==> config.mk <==
export PLATFORM = sky130hd
export DESIGN_NAME = fifo_offset_prog
export DESIGN_NICKNAME = d
export VERILOG_FILES = /design/src/rtl/fop_pkg.sv /design/src/rtl/fop_decode.sv /design/src/rtl/fop_ptr.sv /design/src/rtl/fop_regs.sv /design/src/rtl/fifo_offset_prog.sv
export SDC_FILE = /design/constraint.sdc
export NUM_CORES = 1
export LEC_CHECK = 0
export BUFFER_PORTS_ARGS = -buffer_cell sky130_fd_sc_hd__clkbuf_2
export CORE_MARGIN = 5
export CORE_UTILIZATION = 52
export DETAILED_ROUTE_END_ITERATION = 12
export GPL_ROUTABILITY_DRIVEN = 0
export PLACE_DENSITY = 0.84
export SYNTH_ARGS = -nofsm -noshare
export SYNTH_HDL_FRONTEND = slang
export SYNTH_HIERARCHICAL = 1
export SYNTH_SLANG_ARGS = --single-unit
==> constraint.sdc <==
create_clock -name clk -period 5 [get_ports clk]
set_clock_uncertainty 0.05 [all_clocks]
set_input_delay 1.5 -clock clk [delete_from_list [all_inputs] [get_ports clk]]
set_output_delay 1.5 -clock clk [all_outputs]
set_load 0.02 [all_outputs]
==> src/rtl/fop_pkg.sv <==
package fop_pkg;

  // decoded command for one write-clock cycle
  typedef struct packed {
    logic reg_wr;
    logic reg_rd;
    logic shift;
    logic mem_wr;
    logic mem_rd;
  } fop_cmd_t;

  // reset default chosen by load strobe level
  function automatic logic [31:0] def_pick(input logic load_n,
                                           input logic [31:0] lo,
                                           input logic [31:0] hi);
    return load_n ? hi : lo;
  endfunction

endpackage

==> src/rtl/fop_decode.sv <==
module fop_decode
  import fop_pkg::*;
(
  input  logic     clk,
  input  logic     mrst,
  input  logic     load_n,
  input  logic     wr_n,
  input  logic     rd_n,
  input  logic     ser_n,
  output fop_cmd_t cmd
);

  logic reg_sel;
  logic mem_sel;

  assign reg_sel = !mrst && !load_n;
  assign mem_sel = !mrst && load_n;

  always_comb begin
    cmd        = '0;
    cmd.reg_wr = reg_sel && !wr_n &&  rd_n &&  ser_n;
    cmd.reg_rd = reg_sel &&  wr_n && !rd_n &&  ser_n;
    cmd.shift  = reg_sel &&  wr_n &&  rd_n && !ser_n;
    cmd.mem_wr = mem_sel && !wr_n;
    cmd.mem_rd = mem_sel && !rd_n;
  end

  // register traffic and memory traffic never share a cycle
  p_reg_vs_mem_r6: assert property (@(posedge clk) disable iff (mrst)
    (cmd.reg_wr || cmd.reg_rd || cmd.shift) |-> !(cmd.mem_wr || cmd.mem_rd));

  // at most one register command per cycle
  p_one_reg_cmd_r7: assert property (@(posedge clk) disable iff (mrst)
    $onehot0({cmd.reg_wr, cmd.reg_rd, cmd.shift}));

endmodule

==> src/rtl/fop_ptr.sv <==
module fop_ptr (
  input  logic clk,
  input  logic mrst,
  input  logic adv,
  output logic sel
);

  always_ff @(posedge clk) begin
    if (mrst)      sel <= 1'b0;
    else if (adv)  sel <= !sel;
  end

  // pointer starts at empty offset after reset
  p_ptr_home_r8: assert property (@(posedge clk) disable iff (mrst)
    $past(mrst) |-> !sel);

  // after the full offset is accessed, back to the empty offset
  p_ptr_wrap_r8: assert property (@(posedge clk) disable iff (mrst)
    (adv && sel) |=> !sel);

  // pointer holds without an accepted access
  p_ptr_hold_r7: assert property (@(posedge clk) disable iff (mrst)
    !adv |=> $stable(sel));

endmodule

==> src/rtl/fop_regs.sv <==
module fop_regs
  import fop_pkg::*;
#(
  parameter int OFS_W  = 13,
  parameter int DEF_LO = 'h07F,
  parameter int DEF_HI = 'h3FF
) (
  input  logic             clk,
  input  logic             mrst,
  input  logic             load_n,
  input  logic             acc_wr,
  input  logic             acc_shift,
  input  logic             rd_evt,
  input  logic             sel,
  input  logic [OFS_W-1:0] din_ofs,
  input  logic             ser_in,
  output logic [OFS_W-1:0] empty_ofs,
  output logic [OFS_W-1:0] full_ofs,
  output logic [OFS_W-1:0] rd_q,
  output logic             ser_mode
);

  localparam int CHAIN_W = 2 * OFS_W;

  logic [OFS_W-1:0]   dflt;
  logic [CHAIN_W-1:0] chain_nxt;

  // new bit enters at the full-offset MSB, moves toward empty-offset LSB
  function automatic logic [CHAIN_W-1:0] shift_chain(input logic [CHAIN_W-1:0] c,
                                                     input logic b);
    return {b, c[CHAIN_W-1:1]};
  endfunction

  assign dflt      = OFS_W'(def_pick(load_n, DEF_LO, DEF_HI));
  assign chain_nxt = shift_chain({full_ofs, empty_ofs}, ser_in);

  always_ff @(posedge clk) begin
    if (mrst) begin
      empty_ofs <= dflt;
      full_ofs  <= dflt;
      ser_mode  <= !load_n;
      rd_q      <= '0;
    end else begin
      if (acc_shift) begin
        {full_ofs, empty_ofs} <= chain_nxt;
      end else if (acc_wr) begin
        if (sel) full_ofs  <= din_ofs;
        else     empty_ofs <= din_ofs;
      end
      if (rd_evt) rd_q <= sel ? full_ofs : empty_ofs;
    end
  end

  // defaults follow the strobe level of the last reset cycle
  p_defaults_r1: assert property (@(posedge clk) disable iff (mrst)
    $past(mrst) |-> (empty_ofs == full_ofs) &&
                    (empty_ofs == ($past(load_n) ? OFS_W'(DEF_HI) : OFS_W'(DEF_LO))));

  // method never changes outside master reset
  p_mode_locked_r2: assert property (@(posedge clk) disable iff (mrst)
    !$past(mrst) |-> $stable(ser_mode));

  // in serial mode only shifts may alter the offsets
  p_serial_only_r9: assert property (@(posedge clk) disable iff (mrst)
    (ser_mode && !acc_shift) |=> ($stable(empty_ofs) && $stable(full_ofs)));

  // in parallel mode only parallel writes may alter the offsets
  p_parallel_only_r9: assert property (@(posedge clk) disable iff (mrst)
    (!ser_mode && !acc_wr) |=> ($stable(empty_ofs) && $stable(full_ofs)));

  // chain links full LSB to empty MSB and takes ser_in at the top
  p_chain_link_r5: assert property (@(posedge clk) disable iff (mrst)
    acc_shift |=> (empty_ofs[OFS_W-1] == $past(full_ofs[0])) &&
                  (full_ofs[OFS_W-1] == $past(ser_in)));

  // read of the empty slot returns the empty offset
  p_read_empty_r4: assert property (@(posedge clk) disable iff (mrst)
    (rd_evt && !sel) |=> rd_q == $past(empty_ofs));

  // read of the full slot returns the full offset
  p_read_full_r4: assert property (@(posedge clk) disable iff (mrst)
    (rd_evt && sel) |=> rd_q == $past(full_ofs));

endmodule

==> src/rtl/fifo_offset_prog.sv <==
module fifo_offset_prog
  import fop_pkg::*;
#(
  parameter int BUS_W  = 18,
  parameter int OFS_W  = 13,
  parameter int DEF_LO = 'h07F,
  parameter int DEF_HI = 'h3FF
) (
  input  logic             clk,
  input  logic             mrst,
  input  logic             load_n,
  input  logic             wr_n,
  input  logic             rd_n,
  input  logic             ser_n,
  input  logic             ser_in,
  input  logic [BUS_W-1:0] din,
  output logic [BUS_W-1:0] dout,
  output logic             mem_wr,
  output logic             mem_rd,
  output logic [OFS_W-1:0] empty_ofs,
  output logic [OFS_W-1:0] full_ofs,
  output logic             ser_mode
);

  localparam int PAD_W = BUS_W - OFS_W;

  function automatic logic [BUS_W-1:0] zfill(input logic [OFS_W-1:0] v);
    return {{PAD_W{1'b0}}, v};
  endfunction

  fop_cmd_t         cmd;
  logic             acc_wr;
  logic             acc_shift;
  logic             ptr_adv;
  logic             sel;
  logic [OFS_W-1:0] rd_q;

  fop_decode u_dec (
    .clk    (clk),
    .mrst   (mrst),
    .load_n (load_n),
    .wr_n   (wr_n),
    .rd_n   (rd_n),
    .ser_n  (ser_n),
    .cmd    (cmd)
  );

  // mode gating of register commands
  assign acc_wr    = cmd.reg_wr && !ser_mode;
  assign acc_shift = cmd.shift  &&  ser_mode;
  assign ptr_adv   = acc_wr || cmd.reg_rd;

  fop_ptr u_ptr (
    .clk  (clk),
    .mrst (mrst),
    .adv  (ptr_adv),
    .sel  (sel)
  );

  fop_regs #(
    .OFS_W  (OFS_W),
    .DEF_LO (DEF_LO),
    .DEF_HI (DEF_HI)
  ) u_regs (
    .clk       (clk),
    .mrst      (mrst),
    .load_n    (load_n),
    .acc_wr    (acc_wr),
    .acc_shift (acc_shift),
    .rd_evt    (cmd.reg_rd),
    .sel       (sel),
    .din_ofs   (din[OFS_W-1:0]),
    .ser_in    (ser_in),
    .empty_ofs (empty_ofs),
    .full_ofs  (full_ofs),
    .rd_q      (rd_q),
    .ser_mode  (ser_mode)
  );

  assign dout   = zfill(rd_q);
  assign mem_wr = cmd.mem_wr;
  assign mem_rd = cmd.mem_rd;

  // no memory strobe while master reset is held
  always_comb begin
    if (mrst) begin
      p_mem_quiet_r10: assert (!mem_wr && !mem_rd);
    end
  end

  // memory strobes only when the load strobe is high
  p_mem_needs_load_r6: assert property (@(posedge clk) disable iff (mrst)
    (mem_wr || mem_rd) |-> load_n);

  // upper read-back bits stay zero
  p_zero_fill_r4: assert property (@(posedge clk) disable iff (mrst)
    dout[BUS_W-1:OFS_W] == '0);

endmodule

==> flow_summary.yaml <==
grt:
  grt.overflow.total: 0
  grt_max_degree: 41
  grt_first_pass_wirelength_um: 6420
  antenna_found_initial: 0
  track_usage: 0.167
  grt_pass1_vias: 1358
setup_path:
  cpMostUsedCell: "clkbuf_2"
  timing.rr.end: "u_regs/empty_ofs[0]"
  slowest_stage: "clkbuf_2"
  max_stage_delay_ns: 0.17
  r2r_start: "u_regs/ser_mode"
  critPathMaxFanout: 3
  cp_cell_sequence: "clkbuf_2, nand2b_1, nor2_1, clkbuf_2"
  reg2reg_slack_ns: 2.98
  critPathLaunchType: "input port"
  cp-end-kind: "output pin"
  crit_arrival_ns: 2.01
  worst_ep_required_time_ns: 3.45
  crit_type: "input port to output pin"
  worst-r2r-cell-count: 5
synthesis:
  synth_cells: 184
  yosys.area.top_type: "edfxtp_1"
  yosys_register_bits: 41
  ys.flop_type: "edfxtp_1"
  synth_area_um2: 1930
  synth.top_cell.area_share: 0.419
  synth-edff-count: 27
  async_flop_share: 0
  ys_warn_count: 6
  ys_top_cells_by_count: "nand2_1, edfxtp_1, nor2_1"
  avgSynthCellArea_um2: 10.5
  synth.distinct_cells: 25
  yosysMostFrequentCell: "nand2_1"
  ys_top_cells_by_area: "edfxtp_1, dfxtp_1, mux2i_1"
  yosysSeqAreaShare: 0.564
layout:
  regArea_um2: 1090
  drive_above_1_share: 0.302
  fillerInstances: 327
  finish.utilization: 0.632
  area_growth_pct: 18.8
  stdcell_area_um2: 2300
  antenna_cells: 0
  final_nets: 266
  multi_input_area_um2: 724
timing:
  relSlewSlack: 0.381
  period_needed_ns: 3.56
  fin_ws_ns: 1.44
  worst_pin_slew_ns: 0.928
  fin_setup_tns_ns: 0
  max_freq_mhz: 281
  fin_crit_sh: 0.713
  hold_viol: 0
  finalMaxSlewViolations: 0
  rsz0062_at_grt: "false"
  finalSetupViolations: 0
cts:
  clk_latency_ns: 0.29
  numCtsBuffers: 5
  cts.sinks: 41
  cts-root-buf: "clkbuf_8"
  cts_tree: "built"
  hold_buffers: 0
  cts-resized-gates: 0
  clk_pin_slew_worst_paths_ns: 0.08
  cts.path.max_buffers: 2
  cts_setup_buffers: 0
  cts_max_level: 2
routing:
  drtAntennaViolNets: 0
  wl_met2_um: 1990
  wl_per_cell_um: 14.5
  avgViaCountPerCell: 5.29
  top_layer_used: "met4"
  drc: 0
  vias: 1535
  wl_met3_um: 359
  drt_iter0_drc: 142
  firstDrtPassIters: 4
  wl_met1_um: 1770
  drt-total-wl_um: 4210
floorplanning:
  die_h_um: 71.0
  core_um2: 3630
  initial_core_util: 0.532
  die_area_um2: 5040
  num_io_pins: 72
  die_w_um: 71.0
  rows: 22
flow_run:
  cap_viol_max_count: 0
min_path:
  hold_end: "u_regs/rd_q[12]"
  hold_class: "flip-flop to flip-flop"
  whs_path_depth: 2
  hp-start: "u_regs/rd_q[12]"
power_and_ir_drop:
  finalPower_mw: 0.688
  swShare: 0.259
  clockPowerShare: 0.296
  p_leak_nw: 0.904
  seq_power_share: 0.575
  p_sw_mw: 0.178
  powerDensity_nw_per_um2: 300
  power.internal_mw: 0.510
  combinationalPowerShare: 0.128
  ir_drop_mv: 0.204
placed_design:
  placed_cell_area_um2: 2210
  dp_slack_ns: 1.43
  port_buffers: 61
  post-dp-hpwl_um: 3000
outcome:
  status: "finished clean"
[cell type report]
class | instances | share of cell area
inverter | 3 | 0.00490
tap | 48 | 0.0262
timing repair buffer | 64 | 0.143
multi-input combinational | 126 | 0.316
clock buffer | 7 | 0.0332
clock inverter | 1 | 0.00218
sequential | 41 | 0.475
[critical path, delay by kind of cell]
family	cells	cell delay [ns]
buffers and inverters	2	0.28
and+or+nand+nor	2	0.23
[stage by stage]
stage | cells | hold slack, ns
after floorplan | 188 | 0.455
after global placement | 282 | 0.423
after detailed placement | 282 | 0.430
after CTS | 290 | 0.441
after global routing | 290 | 0.471
final | 290 | 0.437
[layer usage]
layer  vias up  GRT usage
met2        64      0.263
met3         5     0.0440
met5         -          0
li1        751          -
met4         0      0.100
met1       715      0.205
[worst max path at each step]
stage / start / slack (ns) / to / depth (start not counted)
6_report: mrst / 1.44 / mem_rd / 4
5_1_grt: mrst / 1.37 / mem_wr / 4
4_1_cts: mrst / 1.43 / mem_rd / 4
3_5_place_dp: mrst / 1.43 / mem_rd / 4
3_3_place_gp: mrst / 1.44 / mem_rd / 4
2_1_floorplan: mrst / 1.53 / mem_rd / 2
[cell usage in the layout (no fill, tap or decap), types with 2 or more instances in the layout]
cell       n
conb_1     5
nand2b_1  14
clkbuf_2  61
a21oi_1    6
buf_4      3
clkbuf_8   5
edfxtp_1  27
inv_1      3
clkbuf_1   2
nand3_1   14
a31oi_1    6
dfxtp_1   14
a211oi_1  13
nand2_1   28
and4b_1    3
mux2i_1   13
nor2_1    17
[cell families after synthesis]
group                  after synthesis  share of synthesized area
AO/OA/AOI/OAI                       26                     0.0880
XOR/XNOR                             1                    0.00453
buffers and inverters               21                     0.0686
flip-flops                          41                      0.564
multiplexers                        13                     0.0673
other                                1                    0.00194
AND/OR/NAND/NOR                     81                      0.205
[registers in the layout, indices dropped and copies added, names as in the netlist]
| name | flops |
|---|---|
| u_ptr/sel | 1 |
| u_regs/full_ofs | 13 |
| u_regs/rd_q | 13 |
| u_regs/empty_ofs | 13 |
| u_regs/ser_mode | 1 |
[power groups by stage]
stage | logic, mW | registers [mW] | clock network [mW]
after floorplan | 0.0416 | 0.419 | 0
after global placement | 0.0870 | 0.403 | 0
after detailed placement | 0.0886 | 0.404 | 0
after CTS | 0.0888 | 0.396 | 0.209
after global routing | 0.0957 | 0.398 | 0.222
final | 0.0882 | 0.396 | 0.204
Note: power is estimated with default switching activity, not from simulation.
